[src/rtl/row_token_shifter.sv]
module row_token_shifter #(
  parameter int NCH = 40
) (
  input  logic           clk,
  input  logic           rst,
  input  logic           dir,
  input  logic           split,
  input  logic           pol,
  input  logic           float_all,
  input  logic           pa_i,
  output logic           pa_o,
  output logic           pa_en,
  input  logic           pb_i,
  output logic           pb_o,
  output logic           pb_en,
  output logic [NCH-1:0] ch_en,
  output logic [NCH-1:0] ch_lvl
);
  localparam int HALF = NCH / 2;

  logic [NCH-1:0] stage;
  logic [NCH-1:0] act;
  logic           tok_in;
  logic           casc;

  assign tok_in = dir ? pa_i : pb_i;

  always_ff @(posedge clk) begin
    if (rst)         stage <= '0;
    else if (tok_in) stage <= {{(NCH-1){1'b0}}, 1'b1};
    else             stage <= {stage[NCH-2:0], 1'b0};
  end

  always_ff @(negedge clk) begin
    if (rst) casc <= 1'b0;
    else     casc <= stage[NCH-1];
  end

  assign pa_en = ~dir;
  assign pb_en = dir;
  assign pa_o  = ~dir & casc;
  assign pb_o  = dir & casc;

  for (genvar p = 0; p < NCH; p++) begin : g_map
    localparam int KF  = p;
    localparam int KR  = NCH - 1 - p;
    localparam int KSF = (p + NCH - HALF) % NCH;
    localparam int KSR = (NCH - 1 - p + NCH - HALF) % NCH;
    assign act[p] = split ? (dir ? stage[KSF] : stage[KSR])
                          : (dir ? stage[KF]  : stage[KR]);
    assign ch_en[p]  = act[p] & ~float_all;
    assign ch_lvl[p] = act[p] & ~float_all & pol;
  end
endmodule

[config.mk]
export PLATFORM = sky130hd
export DESIGN_NAME = row_token_shifter
export DESIGN_NICKNAME = d
export VERILOG_FILES = /design/src/rtl/row_token_shifter.sv
export SDC_FILE = /design/constraint.sdc
export NUM_CORES = 1
export LEC_CHECK = 0
export BUFFER_PORTS_ARGS = -buffer_cell sky130_fd_sc_hd__buf_2
export CAP_MARGIN = 10
export CORE_UTILIZATION = 35
export DETAILED_ROUTE_END_ITERATION = 10
export PLACE_DENSITY_LB_ADDON = 0.05
export REMOVE_ABC_BUFFERS = 1
export SYNTH_ARGS = -nofsm -noshare
export SYNTH_HDL_FRONTEND = slang
export SYNTH_SLANG_ARGS = --single-unit
[constraint.sdc]
create_clock -name clk -period 5 [get_ports clk]
set_clock_uncertainty 0.2 [all_clocks]
set_input_delay 1.5 -clock clk [delete_from_list [all_inputs] [get_ports clk]]
set_output_delay 1.5 -clock clk [all_outputs]
set_load 0.05 [all_outputs]
==> results.cfg <==
[floorplan]
fp.dieW_um = 86.3
core_um2 = 6830
rows = 30
fp.dieH_um = 86.3
die_area_um2 = 7440
initial_core_util = 0.364
pin_count = 92

[clock_tree]
post_cts_buffers = 0
cts_tree = built
clk_path_buf_depth = 2
cts_inserted_buffers = 5
cts_max_level = 2
cts_root_buf = clkbuf_8
clock_latency_ps = 290
ctsHoldBuffers = 0
path_clk_slew_ps = 90
cts.sinks = 41

[timing]
report.final.slew_viol_count = 0
setup_violations = 2
max-slew-margin-rel = 0.482
finalSetupTns_ps = -285
hold_viol = 0
setup_ws_ps = -144
rsz0062_at_grt = yes
tightest_slew_ps = 776

[finish]
postLayoutCellArea_um2 = 3060
n_fill_cell = 693
final_cells = 412
drive_above_1_share = 0.472
synthToLayoutAreaGrowth_pct = 23.3
nets = 323
diodes = 0

[worst_setup_path]
worstPathMaxFanout = 2
cp-start-kind = register
worstPathArrival_ps = 3440
critPathRequiredTime_ps = 3300
rr_worst_depth = 1
critical_path_class = register to primary output
cp-end-kind = primary output

[synthesis]
synth_edf_count = 0
synth_top_flop_cell = dfxtp_1
syn_area_um2 = 2490
ys_seq_area_frac = 0.330
synth-warning-count = 0
syn_area_per_cell_um2 = 10.2
synthTopCellsByArea = dfxtp_1 33%, o22ai_1 20%, nor3b_2 20%
synth_top_area_frac = 0.330
synth_cell_types = 17
synth_cells = 243
synth_top_cells_by_count = 80 x o22ai_1, 41 x dfxtp_1, 40 x mux2i_1
yosysMostFrequentCell = o22ai_1
async_reset_ff_frac = 0
ys_seq_elements = 41
synth_top_cell_by_area = dfxtp_1

[power_and_ir_drop]
powerDensity_nw_per_um2 = 217
finalPower_uw = 666
irDropWorstVdd_uv = 84.8
power.leakage_nw = 1.30

[placement]
place_hpwl_um = 3900
dpl.cell_count = 404
placed_area_um2 = 2920
place.gp.congestion = 0.676
portBuffers = 91

[detailed_routing]
vias = 2165
first_pass_iters = 4
drc_errors = 0
vias_per_cell = 5.25
drt-initial-drc-count = 132
wl_per_cell_um = 14.7
postRouteAntennaNets = 0
drt-total-wl_um = 6060

[global_route]
grt_pass1_wl_um = 9670
antenna_found_initial = 0
grt_max_degree = 46
overflow = 0
grt.total_usage = 0.164
grt_pass1_vias = 1917

[worst_hold_path]
hold_path_class = register to register
worstHoldPathCells = 1

[job]
drv_cap = 0

[run_status]
failed_checks = negative setup slack
status = complete, but fails checks
==> cell usage in the layout, fill, tap and decap left out, drive strengths merged, types with 3 or more instances in the layout <==
cell type	count
nor3b	39
buf	97
o22ai	80
nor2b	3
dfxtp	41
inv	3
clkbuf	7
mux2i	40
==> state kept, by name, indices dropped and copies added, names as in the netlist <==
signal / cells
stage: 40
casc: 1
==> timing repair <==
| item | 4_1_cts | 5_1_grt |
|---|---|---|
| gates cloned | 0 | 0 |
| resized for setup | 8 | 2 |
| endpoints found under the setup margin | 2 | 2 |
| endpoints found under the hold margin | 0 | 0 |
==> report_power, final <==
| part | switching (mW) | internal (mW) |
|---|---|---|
| sequential | 0.000639 | 0.327 |
| clock | 0.116 | 0.144 |
| combinational | 0.0582 | 0.0198 |
==> cell families (layout without fill, tap and decap cells) <==
family / count (synthesis) / count (layout) / share of synthesized area
buffers and inverters: 34 / 107 / 0.0835
AOI/OAI and AO/OA: 80 / 80 / 0.201
DFF: 41 / 41 / 0.330
and+or+nand+nor: 47 / 47 / 0.218
muxes: 41 / 41 / 0.167
==> metrics by stage <==
stage	hold slack [ps]	setup WS [ps]	util
after floorplan	279	-210	-
after global placement	296	134	0.427
after detailed placement	298	132	0.427
after CTS	303	-156	0.447
after global routing	309	-185	0.449
final	298	-144	0.449
==> critical path: stages (launching register included) <==
cell     delay (ps)
dfxtp_2         310
nor2b_4         140
buf_8           150
==> final cells by class <==
cell class | instances | area (µm²) | share of cell area
Sequential cell | 41 | 822 | 0.268
Clock inverter | 2 | 10.0 | 0.00327
Tap cell | 96 | 120 | 0.0392
Clock buffer | 7 | 108 | 0.0351
Timing Repair Buffer | 97 | 533 | 0.174
Multi-Input combinational cell | 168 | 1470 | 0.479
Inverter | 1 | 3.75 | 0.00122
==> final timing paths <==
check                            start             endpoint  slack, ps
hold reg to reg    stage[5]$_SDFF_PP0_  stage[6]$_SDFF_PP0_        300
setup / recovery       casc$_SDFF_NP0_                 pa_o       -140
hold / removal     stage[5]$_SDFF_PP0_  stage[6]$_SDFF_PP0_        300
setup reg to reg  stage[39]$_SDFF_PP0_      casc$_SDFF_NP0_       1790
==> routing by layer <==
metal / wire, µm / vias up / GRT usage / share of wire
li1: - / 1090 / - / -
met1: 3090 / 1008 / 0.234 / 0.51
met2: 2650 / 63 / 0.250 / 0.44
met3: 266 / 4 / 0.0371 / 0.044
met4: 44 / 0 / 0.0409 / 0.0073
met5: 0 / - / 0 / 0
Power figures use the tool's default switching activity.
